==> config.mk <==
export PLATFORM = sky130hd
export DESIGN_NAME = nand_chan_ctrl
export DESIGN_NICKNAME = d
export VERILOG_FILES = /design/src/rtl/nand_chan_pkg.sv /design/src/rtl/nand_bus_engine.sv /design/src/rtl/nand_op_seq.sv /design/src/rtl/nand_chan_ctrl.sv
export SDC_FILE = /design/constraint.sdc
export NUM_CORES = 1
export LEC_CHECK = 0
export BUFFER_PORTS_ARGS = -buffer_cell sky130_fd_sc_hd__buf_2
export CORE_ASPECT_RATIO = 0.6
export CORE_MARGIN = 4
export CORE_UTILIZATION = 45
export DETAILED_ROUTE_END_ITERATION = 7
export PLACE_DENSITY = 0.68
export SLEW_MARGIN = 20
export SYNTH_ARGS = -nofsm -noshare
export SYNTH_HDL_FRONTEND = slang
export SYNTH_SLANG_ARGS = --single-unit
==> constraint.sdc <==
create_clock -name clk -period 2.81 [get_ports clk]
set_input_delay 0.1405 -clock clk [delete_from_list [all_inputs] [get_ports clk]]
set_output_delay 0.1405 -clock clk [all_outputs]
set_load 0.02 [all_outputs]
==> src/rtl/nand_chan_pkg.sv <==
package nand_chan_pkg;
    localparam int IO_W = 8;

    typedef enum logic [1:0] {
        OP_IDLE  = 2'b00,
        OP_READ  = 2'b01,
        OP_PROG  = 2'b10,
        OP_ERASE = 2'b11
    } nand_op_e;

    typedef enum logic [1:0] {
        K_CMD  = 2'd0,
        K_ADDR = 2'd1,
        K_DOUT = 2'd2,
        K_DIN  = 2'd3
    } bus_kind_e;

    localparam logic [IO_W-1:0] CMD_RD_OPEN  = 8'h00;
    localparam logic [IO_W-1:0] CMD_RD_GO    = 8'h30;
    localparam logic [IO_W-1:0] CMD_PG_OPEN  = 8'h80;
    localparam logic [IO_W-1:0] CMD_PG_GO    = 8'h10;
    localparam logic [IO_W-1:0] CMD_ER_OPEN  = 8'h60;
    localparam logic [IO_W-1:0] CMD_ER_GO    = 8'hD0;
    localparam logic [IO_W-1:0] CMD_STATUS   = 8'h70;
endpackage

==> src/rtl/nand_bus_engine.sv <==
module nand_bus_engine
    import nand_chan_pkg::*;
#(
    parameter int T_LO = 2,
    parameter int T_HI = 1
) (
    input  logic            clk,
    input  logic            rst_n,
    input  logic            start,
    input  bus_kind_e       kind,
    input  logic [IO_W-1:0] wbyte,
    input  logic [IO_W-1:0] dq_in,
    output logic            done,
    output logic [IO_W-1:0] rbyte,
    output logic            cle,
    output logic            ale,
    output logic            we_n,
    output logic            re_n,
    output logic [IO_W-1:0] dq_out,
    output logic            dq_oe
);
    localparam int TMAX = (T_LO > T_HI) ? T_LO : T_HI;
    localparam int CW   = $clog2(TMAX + 1);
    localparam logic [CW-1:0] LO_LAST = CW'(T_LO - 1);
    localparam logic [CW-1:0] HI_LAST = CW'(T_HI - 1);

    typedef enum logic [1:0] {BE_IDLE, BE_LOW, BE_HIGH} eng_st_e;

    eng_st_e         st, st_nx;
    logic [CW-1:0]   cnt;
    bus_kind_e       kind_q;
    logic [IO_W-1:0] byte_q;
    logic [IO_W-1:0] rbyte_q;
    logic            active, wr_kind;

    always_comb begin
        st_nx = st;
        unique case (st)
            BE_IDLE: if (start)          st_nx = BE_LOW;
            BE_LOW:  if (cnt == LO_LAST) st_nx = BE_HIGH;
            BE_HIGH: if (cnt == HI_LAST) st_nx = BE_IDLE;
            default:                     st_nx = BE_IDLE;
        endcase
    end

    always_ff @(posedge clk or negedge rst_n) begin
        if (!rst_n) begin
            st      <= BE_IDLE;
            cnt     <= '0;
            kind_q  <= K_CMD;
            byte_q  <= '0;
            rbyte_q <= '0;
        end else begin
            st <= st_nx;
            if (st_nx != st) cnt <= '0;
            else             cnt <= cnt + 1'b1;
            if (start && st == BE_IDLE) begin
                kind_q <= kind;
                byte_q <= wbyte;
            end
            if (st == BE_LOW && cnt == LO_LAST && kind_q == K_DIN)
                rbyte_q <= dq_in;
        end
    end

    always_comb begin
        active  = (st != BE_IDLE);
        wr_kind = (kind_q != K_DIN);
        done    = (st == BE_HIGH) && (cnt == HI_LAST);
        cle     = active && (kind_q == K_CMD);
        ale     = active && (kind_q == K_ADDR);
        we_n    = !((st == BE_LOW) && wr_kind);
        re_n    = !((st == BE_LOW) && !wr_kind);
        dq_oe   = active && wr_kind;
        dq_out  = dq_oe ? byte_q : '0;
        rbyte   = rbyte_q;
    end

    // a byte is only handed over while the engine is free
    assert_start_when_free_R11: assert property (@(posedge clk) disable iff (!rst_n)
        start |-> (st == BE_IDLE));
    // the low phase always ends in a high phase, never straight to idle
    assert_low_then_high_R11: assert property (@(posedge clk) disable iff (!rst_n)
        (st == BE_LOW && cnt == LO_LAST) |=> (st == BE_HIGH));
    // bus byte held across a low write strobe
    assert_dq_hold_R11: assert property (@(posedge clk) disable iff (!rst_n)
        (!we_n && $past(!we_n)) |-> $stable(dq_out));
endmodule

==> src/rtl/nand_op_seq.sv <==
module nand_op_seq
    import nand_chan_pkg::*;
#(
    parameter int PAGE_BYTES = 16,
    parameter int T_WB       = 4,
    parameter int COL_W      = 16,
    parameter int ROW_W      = 24
) (
    input  logic             clk,
    input  logic             rst_n,
    input  logic             start,
    input  nand_op_e         op,
    input  logic [ROW_W-1:0] row,
    input  logic [COL_W-1:0] col,
    input  logic             wr_valid,
    input  logic [IO_W-1:0]  wr_data,
    output logic             wr_ready,
    output logic             rd_valid,
    output logic [IO_W-1:0]  rd_data,
    input  logic             rb,
    output logic             eng_start,
    output bus_kind_e        eng_kind,
    output logic [IO_W-1:0]  eng_wbyte,
    input  logic             eng_done,
    input  logic [IO_W-1:0]  eng_rbyte,
    output logic             seq_done,
    output logic             seq_fail
);
    localparam int COL_BYTES  = COL_W / IO_W;
    localparam int ADDR_BYTES = (COL_W + ROW_W) / IO_W;
    localparam int IMAX       = (PAGE_BYTES > ADDR_BYTES) ? PAGE_BYTES : ADDR_BYTES;
    localparam int IW         = $clog2(IMAX + 1);
    localparam int WBW        = $clog2(T_WB + 1);
    localparam logic [IW-1:0]  ADDR_LAST = IW'(ADDR_BYTES - 1);
    localparam logic [IW-1:0]  ADDR_ROW0 = IW'(COL_BYTES);
    localparam logic [IW-1:0]  PAGE_LAST = IW'(PAGE_BYTES - 1);
    localparam logic [WBW-1:0] WB_LAST   = WBW'(T_WB - 1);

    typedef enum logic [3:0] {
        SQ_IDLE, SQ_CMD1, SQ_ADDR, SQ_WDATA, SQ_CMD2, SQ_TWB,
        SQ_RB, SQ_STCMD, SQ_STRD, SQ_RDATA, SQ_FIN
    } seq_st_e;

    seq_st_e                 st, st_nx;
    logic                    pend;
    logic [IW-1:0]           idx;
    logic [WBW-1:0]          wb_cnt;
    logic                    fail_q;
    logic [COL_W+ROW_W-1:0]  addr_all;
    logic [IO_W-1:0]         addr_byte, open_cmd, go_cmd;

    always_comb begin
        addr_all  = {row, col};
        addr_byte = addr_all[int'(idx)*IO_W +: IO_W];
        unique case (op)
            OP_PROG:  begin open_cmd = CMD_PG_OPEN; go_cmd = CMD_PG_GO; end
            OP_ERASE: begin open_cmd = CMD_ER_OPEN; go_cmd = CMD_ER_GO; end
            default:  begin open_cmd = CMD_RD_OPEN; go_cmd = CMD_RD_GO; end
        endcase
    end

    // next-state process
    always_comb begin
        st_nx = st;
        unique case (st)
            SQ_IDLE:  if (start) st_nx = SQ_CMD1;
            SQ_CMD1:  if (eng_done) st_nx = SQ_ADDR;
            SQ_ADDR:  if (eng_done && idx == ADDR_LAST)
                          st_nx = (op == OP_PROG) ? SQ_WDATA : SQ_CMD2;
            SQ_WDATA: if (eng_done && idx == PAGE_LAST) st_nx = SQ_CMD2;
            SQ_CMD2:  if (eng_done) st_nx = SQ_TWB;
            SQ_TWB:   if (wb_cnt == WB_LAST) st_nx = SQ_RB;
            SQ_RB:    if (rb) st_nx = (op == OP_READ) ? SQ_RDATA : SQ_STCMD;
            SQ_STCMD: if (eng_done) st_nx = SQ_STRD;
            SQ_STRD:  if (eng_done) st_nx = SQ_FIN;
            SQ_RDATA: if (eng_done && idx == PAGE_LAST) st_nx = SQ_FIN;
            SQ_FIN:   st_nx = SQ_IDLE;
            default:  st_nx = SQ_IDLE;
        endcase
    end

    // state register and counters
    always_ff @(posedge clk or negedge rst_n) begin
        if (!rst_n) begin
            st     <= SQ_IDLE;
            pend   <= 1'b0;
            idx    <= '0;
            wb_cnt <= '0;
            fail_q <= 1'b0;
        end else begin
            st <= st_nx;
            if (eng_done)       pend <= 1'b0;
            else if (eng_start) pend <= 1'b1;
            if (st_nx != st)
                idx <= (st_nx == SQ_ADDR && op == OP_ERASE) ? ADDR_ROW0 : '0;
            else if (eng_done)
                idx <= idx + 1'b1;
            if (st != SQ_TWB) wb_cnt <= '0;
            else              wb_cnt <= wb_cnt + 1'b1;
            if (st == SQ_IDLE && start)     fail_q <= 1'b0;
            if (st == SQ_STRD && eng_done)  fail_q <= eng_rbyte[0];
        end
    end

    // output process
    always_comb begin
        eng_start = 1'b0;
        eng_kind  = K_CMD;
        eng_wbyte = '0;
        wr_ready  = 1'b0;
        unique case (st)
            SQ_CMD1:  begin eng_start = !pend; eng_wbyte = open_cmd; end
            SQ_ADDR:  begin eng_start = !pend; eng_kind = K_ADDR; eng_wbyte = addr_byte; end
            SQ_WDATA: begin
                wr_ready  = !pend;
                eng_start = !pend && wr_valid;
                eng_kind  = K_DOUT;
                eng_wbyte = wr_data;
            end
            SQ_CMD2:  begin eng_start = !pend; eng_wbyte = go_cmd; end
            SQ_STCMD: begin eng_start = !pend; eng_wbyte = CMD_STATUS; end
            SQ_STRD,
            SQ_RDATA: begin eng_start = !pend; eng_kind = K_DIN; end
            default: ;
        endcase
        rd_valid = (st == SQ_RDATA) && eng_done;
        rd_data  = eng_rbyte;
        seq_done = (st == SQ_FIN);
        seq_fail = fail_q;
    end

    // nothing is read from the device unless it reports ready
    assert_read_only_when_ready_R5: assert property (@(posedge clk) disable iff (!rst_n)
        (eng_start && eng_kind == K_DIN) |-> rb);
    // each data byte taken closes the window until the engine is done with it
    assert_one_byte_per_take_R7: assert property (@(posedge clk) disable iff (!rst_n)
        (wr_ready && wr_valid) |=> !wr_ready);
endmodule

==> src/rtl/nand_chan_ctrl.sv <==
module nand_chan_ctrl
    import nand_chan_pkg::*;
#(
    parameter int PAGE_BYTES = 16,
    parameter int T_LO       = 2,
    parameter int T_HI       = 1,
    parameter int T_WB       = 4,
    parameter int COL_W      = 16,
    parameter int ROW_W      = 24
) (
    input  logic             clk,
    input  logic             rst_n,
    input  logic             req_valid,
    output logic             req_ready,
    input  logic [1:0]       req_op,
    input  logic [ROW_W-1:0] req_row,
    input  logic [COL_W-1:0] req_col,
    input  logic             wr_valid,
    output logic             wr_ready,
    input  logic [7:0]       wr_data,
    output logic             rd_valid,
    output logic [7:0]       rd_data,
    output logic             done,
    output logic             fail,
    output logic             nand_ce_n,
    output logic             nand_cle,
    output logic             nand_ale,
    output logic             nand_we_n,
    output logic             nand_re_n,
    output logic [7:0]       nand_dq_out,
    output logic             nand_dq_oe,
    input  logic [7:0]       nand_dq_in,
    input  logic             nand_rb
);
    typedef enum logic [1:0] {MAIN_IDLE, MAIN_READ, MAIN_PROG, MAIN_ERASE} main_st_e;

    main_st_e         m_st, m_nx;
    nand_op_e         op_in, op_q;
    logic [ROW_W-1:0] row_q;
    logic [COL_W-1:0] col_q;
    logic             accept, done_q, fail_q, rb_q;
    logic             seq_done, seq_fail, eng_start, eng_done;
    bus_kind_e        eng_kind;
    logic [IO_W-1:0]  eng_wbyte, eng_rbyte;

    assign op_in  = nand_op_e'(req_op);
    assign accept = (m_st == MAIN_IDLE) && req_valid && (op_in != OP_IDLE);

    always_comb begin
        m_nx = m_st;
        unique case (m_st)
            MAIN_IDLE: if (accept) begin
                unique case (op_in)
                    OP_READ:  m_nx = MAIN_READ;
                    OP_PROG:  m_nx = MAIN_PROG;
                    OP_ERASE: m_nx = MAIN_ERASE;
                    default:  m_nx = MAIN_IDLE;
                endcase
            end
            MAIN_READ, MAIN_PROG, MAIN_ERASE: if (seq_done) m_nx = MAIN_IDLE;
            default: m_nx = MAIN_IDLE;
        endcase
    end

    always_ff @(posedge clk or negedge rst_n) begin
        if (!rst_n) begin
            m_st   <= MAIN_IDLE;
            op_q   <= OP_IDLE;
            row_q  <= '0;
            col_q  <= '0;
            done_q <= 1'b0;
            fail_q <= 1'b0;
            rb_q   <= 1'b0;
        end else begin
            m_st   <= m_nx;
            rb_q   <= nand_rb;
            done_q <= (m_st != MAIN_IDLE) && seq_done;
            if (accept) begin
                op_q  <= op_in;
                row_q <= req_row;
                col_q <= req_col;
            end
            if (m_st != MAIN_IDLE && seq_done) fail_q <= seq_fail;
        end
    end

    always_comb begin
        req_ready = (m_st == MAIN_IDLE);
        nand_ce_n = (m_st == MAIN_IDLE);
        done      = done_q;
        fail      = fail_q;
    end

    nand_op_seq #(
        .PAGE_BYTES(PAGE_BYTES), .T_WB(T_WB), .COL_W(COL_W), .ROW_W(ROW_W)
    ) u_seq (
        .clk(clk), .rst_n(rst_n), .start(accept), .op(op_q),
        .row(row_q), .col(col_q),
        .wr_valid(wr_valid), .wr_data(wr_data), .wr_ready(wr_ready),
        .rd_valid(rd_valid), .rd_data(rd_data), .rb(rb_q),
        .eng_start(eng_start), .eng_kind(eng_kind), .eng_wbyte(eng_wbyte),
        .eng_done(eng_done), .eng_rbyte(eng_rbyte),
        .seq_done(seq_done), .seq_fail(seq_fail)
    );

    nand_bus_engine #(.T_LO(T_LO), .T_HI(T_HI)) u_eng (
        .clk(clk), .rst_n(rst_n), .start(eng_start), .kind(eng_kind),
        .wbyte(eng_wbyte), .dq_in(nand_dq_in), .done(eng_done), .rbyte(eng_rbyte),
        .cle(nand_cle), .ale(nand_ale), .we_n(nand_we_n), .re_n(nand_re_n),
        .dq_out(nand_dq_out), .dq_oe(nand_dq_oe)
    );

    assert_busy_refuses_R3: assert property (@(posedge clk) disable iff (!rst_n)
        (req_valid && req_ready && req_op != 2'b00) |=> !req_ready);
    assert_idle_code_quiet_R2: assert property (@(posedge clk) disable iff (!rst_n)
        nand_ce_n |-> (nand_we_n && nand_re_n));
    assert_done_single_R10: assert property (@(posedge clk) disable iff (!rst_n)
        done |=> !done);
    assert_done_back_idle_R10: assert property (@(posedge clk) disable iff (!rst_n)
        done |-> (req_ready && nand_ce_n));
    assert_latch_exclusive_R12: assert property (@(posedge clk) disable iff (!rst_n)
        !(nand_cle && nand_ale));
    assert_strobe_exclusive_R12: assert property (@(posedge clk) disable iff (!rst_n)
        !(!nand_we_n && !nand_re_n));
    assert_read_passes_R9: assert property (@(posedge clk) disable iff (!rst_n)
        (done && op_q == OP_READ) |-> !fail);
endmodule

Word-level counts from Yosys, hierarchy flattened
Index checks and enable logic that the tools add are counted.

cells by class
  equal/unequal tests = 34
  shifts and indexed selects = 1
  add/subtract/negate cells = 3
  muxes and demuxes = 37
  reductions and logical operators = 38

operators with widths
  kind                   count
  $mux W4                11
  $pmux W4 S10           1
  $pmux W8 S5            1
  $shiftx A40 B9 Y8      1
  $pmux W8 S2            2
  $logic_and A1 B1 Y1    19
  $pmux W2 S3            3
  $eq A2 B2 Y1 const B   8
  $eq A4 B3 Y1 const B   4
  $mux W2                7
  $eq A2 B1 Y1 const B   6
  $eq A4 B2 Y1 const B   3
  $eq A4 B4 Y1 const B   3
  $reduce_bool A2 Y1     6
  $mux W5                2
  $logic_not A2 Y1       4
  $mux W8                1
  $mux W3                2
  $reduce_or A6 Y1       1
  $add A5 B1 Y5 const B  1
  $eq A5 B3 Y1 const B   1
  $eq A5 B4 Y1 const B   1
  $mux W1                5
  $eq A4 B1 Y1 const B   1
  other kinds (15)       19

storage, ports and cells
  register bits after elaboration = 83
  logic and storage cells = 130

Depth between registers and ports, before layout
  word-level depth = 9
  mapped depth = 9
  depth with buffers taken out = 8

Cells and area by module
From an unflattened synthesis, not the netlist that was laid out.

unflattened totals
  cell total of the unflattened synthesis = 365
  area total of the unflattened synthesis = 4344.2 µm²

modules (own cells, without submodules)
  module           cells each  area an instance (µm²)  times used
  nand_chan_ctrl   102         1766.7                  1
  nand_op_seq      185         1585.3                  1
  nand_bus_engine  78          992.2                   1

Worst setup path after synthesis
Ideal clock, no wire load.

  kind = register to register
  start = register u_seq.idx[2]
  end = register u_seq.idx[1]
  setup time = 0.092 ns
  buffers on the path = 2
  cell stages (with the launch flop) = 10
  arrival = 1.937 ns
  path slack = 0.780 ns
  path through = dfrtp_1 > clkbuf_2 > buf_6 > and3_1 > ha_1 > and3b_1 > nor4_1 > a221oi_1 > o211ai_1 > o31ai_2

between the ends
  cells in the longest elaborated chain, start to end = 8

RTL lines
  what                                                 line                                                     text
  start: declaration                                   nand_op_seq.sv:46                                        logic [IW-1:0] idx;
  start signal: assignment                             nand_op_seq.sv:95                                        idx <= (st_nx == SQ_ADDR && op == OP_ERASE) ? ADDR_ROW0 : '0;
  start signal: assignment                             nand_op_seq.sv:97                                        idx <= idx + 1'b1;
  $eq A5 B4 Y1 / $eq A5 B3 Y1 (equally long branches)  nand_op_seq.sv:70, nand_op_seq.sv:76, nand_op_seq.sv:68
  $logic_and A1 B1 Y1 (on tied branches)               nand_op_seq.sv:70, nand_op_seq.sv:76, nand_op_seq.sv:68
  $mux W4 (on tied branches)                           nand_op_seq.sv:76, nand_op_seq.sv:68, nand_op_seq.sv:70
  $pmux W4 S10 *                                       nand_op_seq.sv:65                                        unique case (st)
  $eq A4 B2 Y1                                         nand_op_seq.sv:95
  $logic_and A1 B1 Y1                                  nand_op_seq.sv:95
  $mux W2                                              nand_op_seq.sv:95
  $mux W5                                              nand_op_seq.sv:94                                        if (st_nx != st)

Every way passes the cells marked *; elsewhere a longest branch is shown, timed or not.
A chain may end at the register's enable or synchronous reset.

Worst setup path after layout
  start = register u_eng.cnt[0]
  end = register u_seq.idx[4]

between the ends
  cells in the longest elaborated chain, start to end = 7

RTL lines
  what                                                  line                                                     text
  start: declaration                                    nand_bus_engine.sv:30                                    logic [CW-1:0] cnt;
  start signal: assignment                              nand_bus_engine.sv:56                                    else cnt <= cnt + 1'b1;
  $logic_not A2 Y1 *                                    nand_bus_engine.sv:69                                    done = (st == BE_HIGH) && (cnt == HI_LAST);
  $logic_and A1 B1 Y1 *                                 nand_bus_engine.sv:69
  $logic_and A1 B1 Y1 (on tied branches)                nand_op_seq.sv:70, nand_op_seq.sv:76, nand_op_seq.sv:68
  $mux W4 (on tied branches)                            nand_op_seq.sv:76, nand_op_seq.sv:68, nand_op_seq.sv:70
  $pmux W4 S10                                          nand_op_seq.sv:65
  $ne A4 B4 Y1                                          nand_op_seq.sv:94
  $mux W5 / $reduce_bool A2 Y1 (equally long branches)  --

Marks and branches as above.

==> impl_metrics.env <==
export IMPL_worstPathArrival_ns=2.47
export IMPL_syn_cell_area_um2=4360
export IMPL_avgRoutedWirePerCell_um=17.31
export IMPL_rsz0062_at_grt="false"
export IMPL_n_fill_cell=806
export IMPL_die_height_um=84.25
export IMPL_max_freq_mhz=440.6
export IMPL_drtAntennaViolNets=0
export IMPL_seq_area_frac_synth=0.4763
export IMPL_worstMarginPinSlew_ns=0.7799
export IMPL_syn_inst=363
export IMPL_grt_pass1_wl_um=16550
export IMPL_crit_family="simple AND/OR/NAND/NOR gates"
export IMPL_port_buffers=89
export IMPL_post_place_ws_ns=0.6408
export IMPL_grt_pass1_vias=3130
export IMPL_syn_mean_instance_area_um2=12.01
export IMPL_cellPowerDensity_nw_per_um2=1009
export IMPL_yosysUniqueCellTypes=57
export IMPL_postCtsSetupBuffers=0
export IMPL_fin_setup_tns_ns=0
export IMPL_clock_path_buffers=2
export IMPL_drtPass1Iterations=5
export IMPL_core_area_um2=9290
export IMPL_clk_insertion_delay_late_ns=0.34
export IMPL_grt_antenna_before_repair=0
export IMPL_min_period_ns=2.270
export IMPL_synth_mux_area_frac=0.1848
export IMPL_synthArstFlopShare=1.000
export IMPL_hold_class="in2reg"
export IMPL_synth_xor_area_frac=0.008034
export IMPL_finalSetupViolations=0
export IMPL_io_pins=90
export IMPL_postCtsHoldBufs=1
export IMPL_synth_simple_gate_area_frac=0.1521
export IMPL_finClkSkew_ns=0.006115
export IMPL_period_share=0.8077
export IMPL_drive_above_1_share=0.3965
export IMPL_start_util=0.4694
export IMPL_crit_chain="inv_1 > ha_1 > and3b_1 > a21o_1 > nand2_1 > o211ai_1 > nor3_1"
export IMPL_cp_slowest_stage_delay_ns=0.56
export IMPL_yosys_area_share_adder=0.02009
export IMPL_drc_errors=0
export IMPL_gp_congestion=0.9367
export IMPL_area_growth_syn_to_layout_pct=19.80
export IMPL_synth_edf_count=0
export IMPL_final_cell_mix="88 x buf_2, 83 x dfrtp_1, 52 x mux2_2"
export IMPL_setup_ws_ns=0.5404
export IMPL_die_w_um=135.1
export IMPL_cp_max_fo=14
export IMPL_ir_worst_vdd_mv=0.4354
export IMPL_final_common_cell="buf_2"
export IMPL_cts_root_buf="clkbuf_16"
export IMPL_viasPerCell=5.461
export IMPL_clk_pin_slew_worst_paths_ns=0.06
export IMPL_grt_use_total=0.1841
export IMPL_grt_overflow_total=0
export IMPL_ys_warnings_count=0
export IMPL_maxSlewHeadroom=0.4801
export IMPL_syn_num_nets=433
export IMPL_grt_max_degree=84
export IMPL_path_buf_inv=1
export IMPL_cpMaxStageDelayCell="and3b_1"
export IMPL_worst_setup_path_type="reg2reg"
export IMPL_synth_compound_area_frac=0.1128
export IMPL_place_hpwl_um=7516
export IMPL_slew_violations=0
export IMPL_vias=3189
export IMPL_crit_path_start_kind="register"
export IMPL_ys_ff_latch=83
export IMPL_endpoint_kind="register"
export IMPL_wirelength_um=10110
export IMPL_cap_violations=0
export IMPL_cts_buffers=9
export IMPL_rows=27
export IMPL_synthFlopType="dfrtp_1"
export IMPL_synth_top_family_by_area="multiplexers"
export IMPL_cts_tree="yes"
export IMPL_final_nets=519
export IMPL_htree_levels=3
export IMPL_final_util=0.5623
export IMPL_first_iter_violations=263
export IMPL_power_leakage_nw=2.388
export IMPL_dieArea_um2=11380
export IMPL_status="finished, final reports clean"
export IMPL_r2r_slack_ns=0.54
export IMPL_cts_sinks=83
export IMPL_ctsResizeCount=0
export IMPL_antenna_cells=0
export IMPL_worst_endpoint_required_ns=3.01
export IMPL_hold_viol=0
path summary, 6_finish.rpt:
| path | from | endpoint | cells after the start |
|---|---|---|---|
| worst max register to register | u_eng.cnt[0] | u_seq.idx[4] | 7 |
| worst min register to register | u_seq.wb_cnt[0] | u_seq.wb_cnt[0] | 1 |
| worst max-delay path | u_eng.cnt[0] | u_seq.idx[4] | 7 |
| min in group asynchronous | rst_n | col_q[8] | 2 |
| worst min-delay path | req_col[13] | col_q[13] | 2 |
| max in group asynchronous | rst_n | u_eng.st[0] | 2 |
registers in the layout (all words and copies together) (netlist names):
| register | flops |
|---|---|
| col_q | 16 |
| done | 1 |
| fail | 1 |
| m_st | 2 |
| op_q | 2 |
| rb_q | 1 |
| row_q | 24 |
| u_eng.byte_q | 8 |
| u_eng.cnt | 2 |
| u_eng.kind_q | 2 |
| u_eng.rbyte | 8 |
| u_eng.st | 2 |
| u_seq.idx | 5 |
| u_seq.pend | 1 |
| u_seq.seq_fail | 1 |
| u_seq.st | 4 |
| u_seq.wb_cnt | 3 |
per-stage QoR:
| stage | total power [mW] | instances | cell area [um2] | hold slack (ns) |
|---|---|---|---|---|
| 2_1_floorplan | 3.431 | 363 | 4360 | -0.1551 |
| 3_3_place_gp | 3.856 | 566 | 4848 | 0.2617 |
| 3_5_place_dp | 3.925 | 566 | 4848 | 0.2614 |
| 4_1_cts | 5.311 | 583 | 5210 | 0.01994 |
| 5_1_grt | 5.627 | 584 | 5224 | 0.02222 |
| 6_report | 5.270 | 584 | 5224 | 0.03034 |
power by group:
| group | internal (mW) | switching, mW | leakage (nW) |
|---|---|---|---|
| Sequential | 1.67 | 0.410 | 1.02 |
| Combinational | 0.932 | 0.902 | 1.20 |
| Clock | 0.893 | 0.465 | 0.173 |
logic make-up after synthesis:
family,Yosys count
flops,83
simple gates,110
buf+inv,29
mux,63
fa+ha+maj,7
compound gates,67
xor+xnor,4
synth_stat cells, types with 4 or more instances:
master,n,area share
a22o_1,11,0.022
buf_6,6,0.015
nor2b_1,10,0.014
nand4_1,4,0.0057
mux4_1,6,0.036
ha_1,7,0.020
a21o_1,5,0.0086
a31oi_1,11,0.016
buf_2,7,0.0080
nor2_1,21,0.018
nor3_1,9,0.010
o21ai_0,14,0.016
mux2_2,52,0.13
nand2b_1,7,0.010
a21oi_1,8,0.0092
inv_1,7,0.0060
nand2_1,15,0.013
buf_4,4,0.0069
mux2i_1,4,0.0092
nand3b_1,5,0.0086
dfrtp_1,83,0.48
and2_1,12,0.017
final cells by class:
class                      instances  area [um2]  share of cell area
clock buffer                      10       239.0             0.04575
clock inverter                     6       112.6             0.02156
inverter                           7       26.28            0.005030
multi-input combinational        251        2090              0.4000
sequential                        83        2077              0.3976
tap                              130       162.7             0.03114
timing repair buffer              97       516.7             0.09892
per-layer routing:
metal,share of wire,global-route usage
met1,0.50,0.2768
met2,0.40,0.2527
met3,0.081,0.06228
met4,0.015,0.04849
met5,0,0
Power figures use the tool's default switching activity.
